## src/rtl/fsram_pkg.sv

```systemverilog
package fsram_pkg;

    typedef enum logic [2:0] {
        FK_NONE  = 3'd0,
        FK_STUCK = 3'd1,
        FK_TRANS = 3'd2,
        FK_CFINV = 3'd3,
        FK_CFID  = 3'd4,
        FK_CFST  = 3'd5,
        FK_ADEC  = 3'd6,
        FK_RSVD  = 3'd7
    } fault_kind_e;

    typedef enum logic {
        CS_OPEN  = 1'b0,
        CS_ARMED = 1'b1
    } cfg_state_e;

    typedef struct packed {
        fault_kind_e kind;
        logic        rise;
        logic        value;
        logic        agg_state;
    } fault_mode_t;

    localparam int          NOISE_W    = 8;
    localparam logic [7:0]  NOISE_SEED = 8'hA5;

endpackage

```

## src/rtl/fsram_cfg_ctrl.sv

```systemverilog
module fsram_cfg_ctrl
    import fsram_pkg::*;
#(
    parameter int ADDR_W = 4
) (
    input  logic              clk,
    input  logic              rst_n,
    input  logic              fault_en,
    input  fault_mode_t       mode_in,
    input  logic [ADDR_W-1:0] victim_in,
    input  logic [ADDR_W-1:0] aggr_in,
    output logic              armed,
    output fault_mode_t       mode_q,
    output logic [ADDR_W-1:0] victim_q,
    output logic [ADDR_W-1:0] aggr_q
);

    cfg_state_e state_q, state_d;
    logic       load_cfg;

    // next-state logic
    always_comb begin
        state_d = state_q;
        unique case (state_q)
            CS_OPEN:  if (fault_en)  state_d = CS_ARMED;
            CS_ARMED: if (!fault_en) state_d = CS_OPEN;
            default:  state_d = CS_OPEN;
        endcase
    end

    // state register
    always_ff @(posedge clk or negedge rst_n) begin
        if (!rst_n) state_q <= CS_OPEN;
        else        state_q <= state_d;
    end

    // outputs
    always_comb begin
        armed    = (state_q == CS_ARMED);
        load_cfg = !fault_en;
    end

    always_ff @(posedge clk or negedge rst_n) begin
        if (!rst_n) begin
            mode_q   <= '{kind: FK_NONE, rise: 1'b0, value: 1'b0, agg_state: 1'b0};
            victim_q <= '0;
            aggr_q   <= '0;
        end else if (load_cfg) begin
            mode_q   <= mode_in;
            victim_q <= victim_in;
            aggr_q   <= aggr_in;
        end
    end

    AST_CFG_FROZEN: assert property (@(posedge clk) disable iff (!rst_n)
        (armed && fault_en) |=> ($stable(mode_q) && $stable(victim_q) && $stable(aggr_q)));
    AST_ARM_AFTER_EN: assert property (@(posedge clk) disable iff (!rst_n)
        fault_en |=> armed);
    AST_DISARM_AFTER_EN: assert property (@(posedge clk) disable iff (!rst_n)
        !fault_en |=> !armed);

endmodule

```

## src/rtl/fsram_noise.sv

```systemverilog
module fsram_noise
    import fsram_pkg::*;
(
    input  logic clk,
    input  logic rst_n,
    output logic noise_bit
);

    logic [NOISE_W-1:0] sr_q;
    logic               fb;

    always_comb begin
        fb        = sr_q[7] ^ sr_q[5] ^ sr_q[4] ^ sr_q[3];
        noise_bit = sr_q[0];
    end

    always_ff @(posedge clk or negedge rst_n) begin
        if (!rst_n) sr_q <= NOISE_SEED;
        else        sr_q <= {sr_q[NOISE_W-2:0], fb};
    end

    AST_NOISE_NONZERO: assert property (@(posedge clk) disable iff (!rst_n)
        sr_q != '0);

endmodule

```

## src/rtl/fsram_array.sv

```systemverilog
module fsram_array
    import fsram_pkg::*;
#(
    parameter int ADDR_W = 4
) (
    input  logic              clk,
    input  logic              rst_n,
    input  logic              armed,
    input  fault_mode_t       mode,
    input  logic [ADDR_W-1:0] victim,
    input  logic [ADDR_W-1:0] aggr,
    input  logic              noise_bit,
    input  logic              req_valid,
    input  logic              req_write,
    input  logic [ADDR_W-1:0] req_addr,
    input  logic              req_wdata,
    output logic              rd_valid,
    output logic              rd_data
);

    localparam int DEPTH = 1 << ADDR_W;

    logic [DEPTH-1:0]  cells_q, cells_d;
    fault_kind_e       act_kind;
    logic              wr_en, rd_en;
    logic [ADDR_W-1:0] wr_tgt;
    logic              wr_val;
    logic              agg_edge;
    logic              rd_bit;

    always_comb begin
        act_kind = armed ? mode.kind : FK_NONE;
        wr_en    = req_valid && req_write;
        rd_en    = req_valid && !req_write;
        agg_edge = wr_en && (req_addr == aggr) &&
                   (cells_q[aggr] != req_wdata) && (req_wdata == mode.rise);
    end

    // write path: decode, data bend, then coupling onto the victim
    always_comb begin
        cells_d = cells_q;
        wr_tgt  = req_addr;
        wr_val  = req_wdata;
        unique case (act_kind)
            FK_STUCK: begin
                if (req_addr == victim) wr_val = mode.value;
            end
            FK_TRANS: begin
                if ((req_addr == victim) && (cells_q[victim] != req_wdata) &&
                    (req_wdata == mode.rise))
                    wr_val = cells_q[victim];
            end
            FK_ADEC: begin
                if (req_addr == victim)    wr_tgt = aggr;
                else if (req_addr == aggr) wr_tgt = victim;
            end
            default: begin
                wr_tgt = req_addr;
            end
        endcase
        if (wr_en) cells_d[wr_tgt] = wr_val;
        unique case (act_kind)
            FK_CFINV: begin
                if (agg_edge) cells_d[victim] = ~cells_q[victim];
            end
            FK_CFID: begin
                if (agg_edge) cells_d[victim] = mode.value;
            end
            FK_CFST: begin
                if (cells_d[aggr] == mode.agg_state) cells_d[victim] = mode.value;
            end
            default: begin
                cells_d[victim] = cells_d[victim];
            end
        endcase
    end

    // read path
    always_comb begin
        rd_bit = cells_q[req_addr];
        unique case (act_kind)
            FK_STUCK: begin
                if (req_addr == victim) rd_bit = mode.value;
            end
            FK_CFST: begin
                if ((req_addr == victim) && (cells_q[aggr] == mode.agg_state))
                    rd_bit = mode.value;
            end
            FK_ADEC: begin
                if (req_addr == victim)    rd_bit = noise_bit;
                else if (req_addr == aggr) rd_bit = cells_q[victim];
            end
            default: begin
                rd_bit = cells_q[req_addr];
            end
        endcase
    end

    always_ff @(posedge clk or negedge rst_n) begin
        if (!rst_n) begin
            cells_q  <= '0;
            rd_valid <= 1'b0;
            rd_data  <= 1'b0;
        end else begin
            cells_q  <= cells_d;
            rd_valid <= rd_en;
            if (rd_en) rd_data <= rd_bit;
        end
    end

    AST_RD_PULSE: assert property (@(posedge clk) disable iff (!rst_n)
        (req_valid && !req_write) |=> rd_valid);
    AST_NO_SPURIOUS_RD: assert property (@(posedge clk) disable iff (!rst_n)
        !(req_valid && !req_write) |=> !rd_valid);
    AST_STUCK_READ: assert property (@(posedge clk) disable iff (!rst_n)
        (armed && mode.kind == FK_STUCK && req_valid && !req_write && req_addr == victim)
        |=> (rd_data == $past(mode.value)));
    AST_RD_HOLD: assert property (@(posedge clk) disable iff (!rst_n)
        !(req_valid && !req_write) |=> $stable(rd_data));

endmodule

```

## src/rtl/fault_inject_sram.sv

```systemverilog
module fault_inject_sram
    import fsram_pkg::*;
#(
    parameter int ADDR_W = 4
) (
    input  logic              clk,
    input  logic              rst_n,
    input  logic              mem_req,
    input  logic              mem_we,
    input  logic [ADDR_W-1:0] mem_addr,
    input  logic              mem_wdata,
    output logic              mem_rvalid,
    output logic              mem_rdata,
    input  logic              flt_enable,
    input  logic [2:0]        flt_kind,
    input  logic [ADDR_W-1:0] flt_victim,
    input  logic [ADDR_W-1:0] flt_aggressor,
    input  logic              flt_rising,
    input  logic              flt_value,
    input  logic              flt_aggr_state
);

    fault_mode_t       mode_in, mode_q;
    logic              armed;
    logic [ADDR_W-1:0] vic_q, agg_q;
    logic              noise_bit;

    always_comb begin
        mode_in = '{kind: fault_kind_e'(flt_kind), rise: flt_rising,
                    value: flt_value, agg_state: flt_aggr_state};
    end

    fsram_cfg_ctrl #(.ADDR_W(ADDR_W)) u_ctrl (
        .clk      (clk),
        .rst_n    (rst_n),
        .fault_en (flt_enable),
        .mode_in  (mode_in),
        .victim_in(flt_victim),
        .aggr_in  (flt_aggressor),
        .armed    (armed),
        .mode_q   (mode_q),
        .victim_q (vic_q),
        .aggr_q   (agg_q)
    );

    fsram_noise u_noise (
        .clk      (clk),
        .rst_n    (rst_n),
        .noise_bit(noise_bit)
    );

    fsram_array #(.ADDR_W(ADDR_W)) u_array (
        .clk      (clk),
        .rst_n    (rst_n),
        .armed    (armed),
        .mode     (mode_q),
        .victim   (vic_q),
        .aggr     (agg_q),
        .noise_bit(noise_bit),
        .req_valid(mem_req),
        .req_write(mem_we),
        .req_addr (mem_addr),
        .req_wdata(mem_wdata),
        .rd_valid (mem_rvalid),
        .rd_data  (mem_rdata)
    );

endmodule

```

## config.mk

```make
export PLATFORM = sky130hd
export DESIGN_NAME = fault_inject_sram
export DESIGN_NICKNAME = d
export VERILOG_FILES = /design/src/rtl/fsram_pkg.sv /design/src/rtl/fsram_cfg_ctrl.sv /design/src/rtl/fsram_noise.sv /design/src/rtl/fsram_array.sv /design/src/rtl/fault_inject_sram.sv
export SDC_FILE = /design/constraint.sdc
export NUM_CORES = 1
export LEC_CHECK = 0
export CAP_MARGIN = 25
export CELL_PAD_IN_SITES_DETAIL_PLACEMENT = 2
export CELL_PAD_IN_SITES_GLOBAL_PLACEMENT = 2
export CORE_UTILIZATION = 31
export CTS_CLUSTER_SIZE = 14
export DETAILED_ROUTE_END_ITERATION = 16
export PLACE_DENSITY_LB_ADDON = 0.1
export SETUP_SLACK_MARGIN = 0.05
export SLEW_MARGIN = 20
export SYNTH_ARGS = -nofsm -noshare
export SYNTH_HDL_FRONTEND = slang
export SYNTH_SLANG_ARGS = --single-unit
```

## constraint.sdc

```tcl
create_clock -name clk -period 9.2 [get_ports clk]
set_input_delay 0.92 -clock clk [delete_from_list [all_inputs] [get_ports clk]]
set_output_delay 0.92 -clock clk [all_outputs]
set_load 0.03 [all_outputs]
```

**Word level (Yosys, flattened, before mapping)**

Cells that the tools add are included.
Widths: inputs -> output; s select.

- Mux-type cells: 36
- Equal/unequal tests: 13
- Order comparisons: 6
- Reductions and logical operators: 11
- Bitwise logic cells: 4

Operators with widths:

| cell | count |
|---|---|
| $bwmux 16 | 4 |
| $mux 16 | 4 |
| $pmux 16 s3 | 1 |
| $bmux 1 s4 | 5 |
| $lt 4x5->1 const B | 4 |
| $mux 1 | 14 |
| $mux 4 | 3 |
| $logic_and 1x1->1 | 10 |
| $eq 3x3->1 const B | 3 |
| $demux 1 s4 | 2 |
| $eq 4x4->1 | 2 |
| $ge 4x1->1 const B | 2 |
| $eq 3x2->1 const B | 2 |
| $eq 1x1->1 | 3 |
| $eq 3x1->1 const B | 1 |
| $mux 3 | 1 |
| $pmux 1 s3 | 1 |
| $xor 1x1->1 | 3 |
| $ne 1x1->1 | 2 |
| $pmux 1 s2 | 1 |
| $logic_not 1->1 | 1 |
| $not 1->1 | 1 |

- Bits in registers: 41
- Logic and storage cells: 81
- Bits of input ports: 24
- Output and inout bits: 2

**Logic depth before layout (Yosys ltp)**

- Depth in word-level cells: 15
- Gate-level depth with buffers: 17
- Depth with buffers taken out: 12

**Cells and area by module**

Synthesis repeated with hierarchy kept, for this count alone.

- Cell total of the unflattened synthesis: 433
- Area total of the unflattened synthesis: 3893.7 µm²

Modules (own cells, without submodules):

| module | sequential area each (µm²) | area an instance (µm²) | times used | cells each |
|---|---|---|---|---|
| fsram_array | 450.4 | 3118.0 | 1 | 392 |
| fsram_cfg_ctrl | 375.4 | 544.3 | 1 | 30 |
| fsram_noise | 205.2 | 231.5 | 1 | 11 |

**Worst setup path before layout**

OpenSTA, ideal clock, no wires.

- Path type: in2reg
- From: input port mem_addr[1]
- To: register u_array.cells_q[5]
- Path buffers: 4
- Arrival: 4.077 ns
- Setup time: 0.121 ns
- Stages on the path: 16
- Required time: 9.079 ns
- Setup slack: 5.002 ns
- Path through: buf_4 > xor2_1 > or4_1 > buf_2 > buf_2 > nor2_1 > o2bb2ai_1 > a2111oi_2 > mux2i_1 > mux2i_1 > o2111ai_1 > o22ai_2 > xnor2_2 > buf_4 > a31oi_1 > o22a_1

- Cells in the longest elaborated chain, start to end: 15
- Elaborated cells on any way between the ends: 32
- Classes of those cells: 2 x order compare; 3 x eq/ne; 21 x mux; 6 x reduce/logical

Ends and longest elaborated chain:

| element | RTL line | text |
|---|---|---|
| from (decl) | fault_inject_sram.sv:10 | `input logic [ADDR_W-1:0] mem_addr,` |
| $eq 4x4->1 | fsram_array.sv:35, fsram_array.sv:55 |  |
| $mux 4 | fsram_array.sv:55 | `else if (req_addr == aggr) wr_tgt = victim;` |
| $mux 4 | fsram_array.sv:54 | `if (req_addr == victim) wr_tgt = aggr;` |
| $mux 4 | fsram_array.sv:44 | `unique case (act_kind)` |
| $lt 4x5->1 (not written as such) / $ge 4x1->1 (equally long branches) | fsram_array.sv:61 | `if (wr_en) cells_d[wr_tgt] = wr_val;` |
| $logic_and 1x1->1 (not written as such) | fsram_array.sv:61 |  |
| $mux 1 (not written as such) | fsram_array.sv:61 |  |
| $demux 1 s4 | n/a |  |
| $bwmux 16 | fsram_array.sv:61 |  |
| $mux 16 | fsram_array.sv:61 |  |
| $bmux 1 s4 | fsram_array.sv:70 | `if (cells_d[aggr] == mode.agg_state) cells_d[victim] = mode.value;` |
| $mux 1 (not written as such) | fsram_array.sv:70 |  |
| $eq 1x1->1 | fsram_array.sv:70 |  |
| $mux 16 | fsram_array.sv:70 |  |
| $pmux 16 s3 (*) | fsram_array.sv:62 | `unique case (act_kind)` |
| net u_array.cells_d[5] | fsram_array.sv:23 | `logic [DEPTH-1:0] cells_q, cells_d;` |
| to (signal assigned) | fsram_array.sv:105 | `cells_q <= cells_d;` |
| to (decl) | fsram_array.sv:23 |  |

The timed path passes the listed nets; every way through them passes the cells marked *. The select of a mux whose other input is x is not followed.
A chain may end at the register's enable or synchronous reset.

**Worst setup path in the final report**

- From: input port mem_addr[0]
- To: register u_array.cells_q[10]

Same word-level chain as after synthesis.

==> metrics.cfg <==
[outcome]
status = finished, final reports clean

[sta]
fin_skew_ns = 0.00580
hold_viol = 0
final.setup.worst_slack_ns = 3.51
slew_headroom = 0.448
setup_tns_ns = 0
post-route-min-period_ns = 5.69
rsz0062_at_grt = no
max_freq_mhz = 176
worst_slew_pin_slew_ns = 0.826
setup_violations = 0
period_share = 0.618
drv_slew = 0

[global_routing]
track_usage = 0.246
grt_pass1_wl_um = 24000
grt_antenna_before_repair = 0
grt_pass1_vias = 4021
grt_max_degree = 42
gr-total-overflow = 0

[clock_network]
max-clock-path-buffers = 2
clk_latency_ns = 0.30
numCtsBuffers = 5
ctsResizeCount = 0
post_cts_buffers = 0
cts_hold_buf = 0
cts_root_buf = clkbuf_16
htreeDepth = 2
path_clk_slew_ns = 0.07
cts_sinks = 41
cts_tree = built

[floorplanning]
core_area_mm2 = 0.0122
num_rows = 40
die_area_mm2 = 0.0130
die_w_um = 114
start_util = 0.321
ios = 26
die_h_um = 114

[setup_path]
worstSetupStartpointType = input port
crit_type = input port to flip-flop
worstSetupEndpointType = flip-flop
critPathMaxFanout = 31
required_ns = 9.42
worst_ep_arrival_time_ns = 5.91
r2r_setup_slack_ns = 4.36

[routing]
ant_nets = 0
vias_per_cell = 6.06
routed_wl_um = 15200
drc = 0
dr.pass1.iters = 4
wl_per_cell_um = 24.6
via_count = 3755
drtIter0Drc = 294

[synthesis]
synth_area_mm2 = 0.00390
yosys.area.top_type = dfrtp_1
syn_nets = 475
synth_top_cells_by_area = dfrtp_1 24%, mux4_2 8.1%, mux2_2 5.5%
syn_area_per_cell_um2 = 8.65
synth-edff-count = 0
ys_seq_area_frac = 0.264
synthDominantCellAreaShare = 0.237
ys_dominant_reg_cell = dfrtp_1
synth-async-reset-ratio = 1.00
synth-warning-count = 0
synth_cell_types = 71
synth_cells = 451
ys_seq_elements = 41

[power]
ir_drop_uv = 79.1
power.density_mw_per_mm2 = 128
power_leakage_nw = 1.74

[cells_and_area]
stdcell_count = 620
drive_gt1_frac = 0.155
fillers = 1374
area_delta_synth_final_pct = 12.2
nets = 475
postLayoutCoreUtil = 0.360
insertedDiodeCount = 0

[flow_run]
max_cap_violations = 0

[worst_hold_path]
min_path_type = flip-flop to flip-flop

[place]
place_ws_ns = 2.96
gp_congestion = 0.848
dpl.cell_count = 611
io_buffer_count = 25
post-dp-hpwl_um = 11200

## layer usage
layer | up-vias | track usage | routed length (um)
met5 | - | 0 | 0
met4 | 0 | 0.0615 | 233
met3 | 16 | 0.0392 | 629
met2 | 80 | 0.384 | 6810
met1 | 1960 | 0.355 | 7570
li1 | 1699 | - | -
## cells by family (layout without fill, tap and decap cells)
logic type             after synthesis  after routing  synth area share
AO/OA/AOI/OAI                      130            130             0.240
buffers and inverters               51             52            0.0610
XOR/XNOR                            15             15            0.0356
multiplexers                        50             50             0.179
AND/OR/NAND/NOR                    164            164             0.220
flip-flops                          41             41             0.264
## layout make-up
class | count | area, um2 | area share
clock inverter | 3 | 28.8 | 0.00658
timing repair buffer | 34 | 313 | 0.0715
clock buffer | 5 | 125 | 0.0286
inverter | 10 | 37.5 | 0.00858
tap | 168 | 210 | 0.0480
sequential | 41 | 1030 | 0.236
multi-input combinational | 359 | 2630 | 0.601
## stage by stage
stage / power (mW) / hold slack (ns) / area, um2
floorplan: 0.315 / 0.333 / 3900
global placement: 0.362 / 0.339 / 4220
detailed placement: 0.366 / 0.342 / 4220
CTS: 0.564 / 0.367 / 4370
global route: 0.585 / 0.379 / 4380
finish: 0.559 / 0.362 / 4380
## layout by cell type (no fill, tap or decap), types with 5 or more instances in the layout
cell and instances:
nand2_1 43, nor2_1 38, dfrtp_1 37, o21ai_0 24
a21oi_1 24, clkdlybuf4s50_1 24, mux2_2 19, mux2i_1 17
mux4_2 14, a31oi_1 14, and2_1 13, nor3_1 12
nand3_1 11, and3_1 10, inv_1 9, o22a_1 9
buf_4 9, nor2b_1 8, xor2_1 8, o2111ai_1 7
xnor2_1 6, a22oi_1 5, nor4_1 5, o22ai_1 5
clkbuf_16 5
## registers in the layout (all words and copies together), names as in the netlist
signal	count
u_ctrl.aggr_q	4
u_noise.sr_q	8
u_ctrl.victim_q	4
u_ctrl.mode_q	6
u_array.rd_valid	1
u_array.cells_q	16
u_array.rd_data	1
u_ctrl.armed	1
## worst max-delay path, stage by stage
cell and delay (ns):
clkdlybuf4s50_1 0.80, xor2_1 0.21, or4_1 0.85, nor3_2 0.37
a211oi_2 0.18, a2111oi_2 0.54, mux2i_1 0.45, mux2i_1 0.16
o2111ai_1 0.23, o22ai_2 0.14, xnor2_2 0.15, buf_4 0.34
mux2_2 0.39, a21oi_1 0.17
## report_power, final
| group | internal [mW] | switching (mW) |
|---|---|---|
| clock | 0.105 | 0.0917 |
| combinational | 0.0575 | 0.0981 |
| sequential | 0.187 | 0.0196 |
## synth_stat cells, types with 6 or more instances
library cell,number
nor2_1,38
xor2_1,8
xnor2_1,6
mux2_2,19
a21oi_1,24
nor3_1,12
mux2i_1,17
nor2b_1,8
o22a_1,9
dfrtp_1,37
nand3_1,11
mux4_2,14
a31oi_1,14
and2_1,13
nand2_1,43
o21ai_0,24
buf_2,10
buf_4,7
o2111ai_1,7
inv_1,9
clkbuf_1,22
and3_1,10
## worst paths after layout
check | from | to | depth (start not counted)
max | mem_addr[0] | u_array.cells_q[10] | 14
min | u_noise.sr_q[6] | u_noise.sr_q[7] | 0
max reg2reg | u_ctrl.victim_q[0] | u_array.cells_q[10] | 13
min reg2reg | u_noise.sr_q[6] | u_noise.sr_q[7] | 0
max in group asynchronous | rst_n | u_ctrl.aggr_q[0] | 1
min in group asynchronous | rst_n | u_noise.sr_q[6] | 1
No activity file was read; power rests on OpenSTA's default activity.
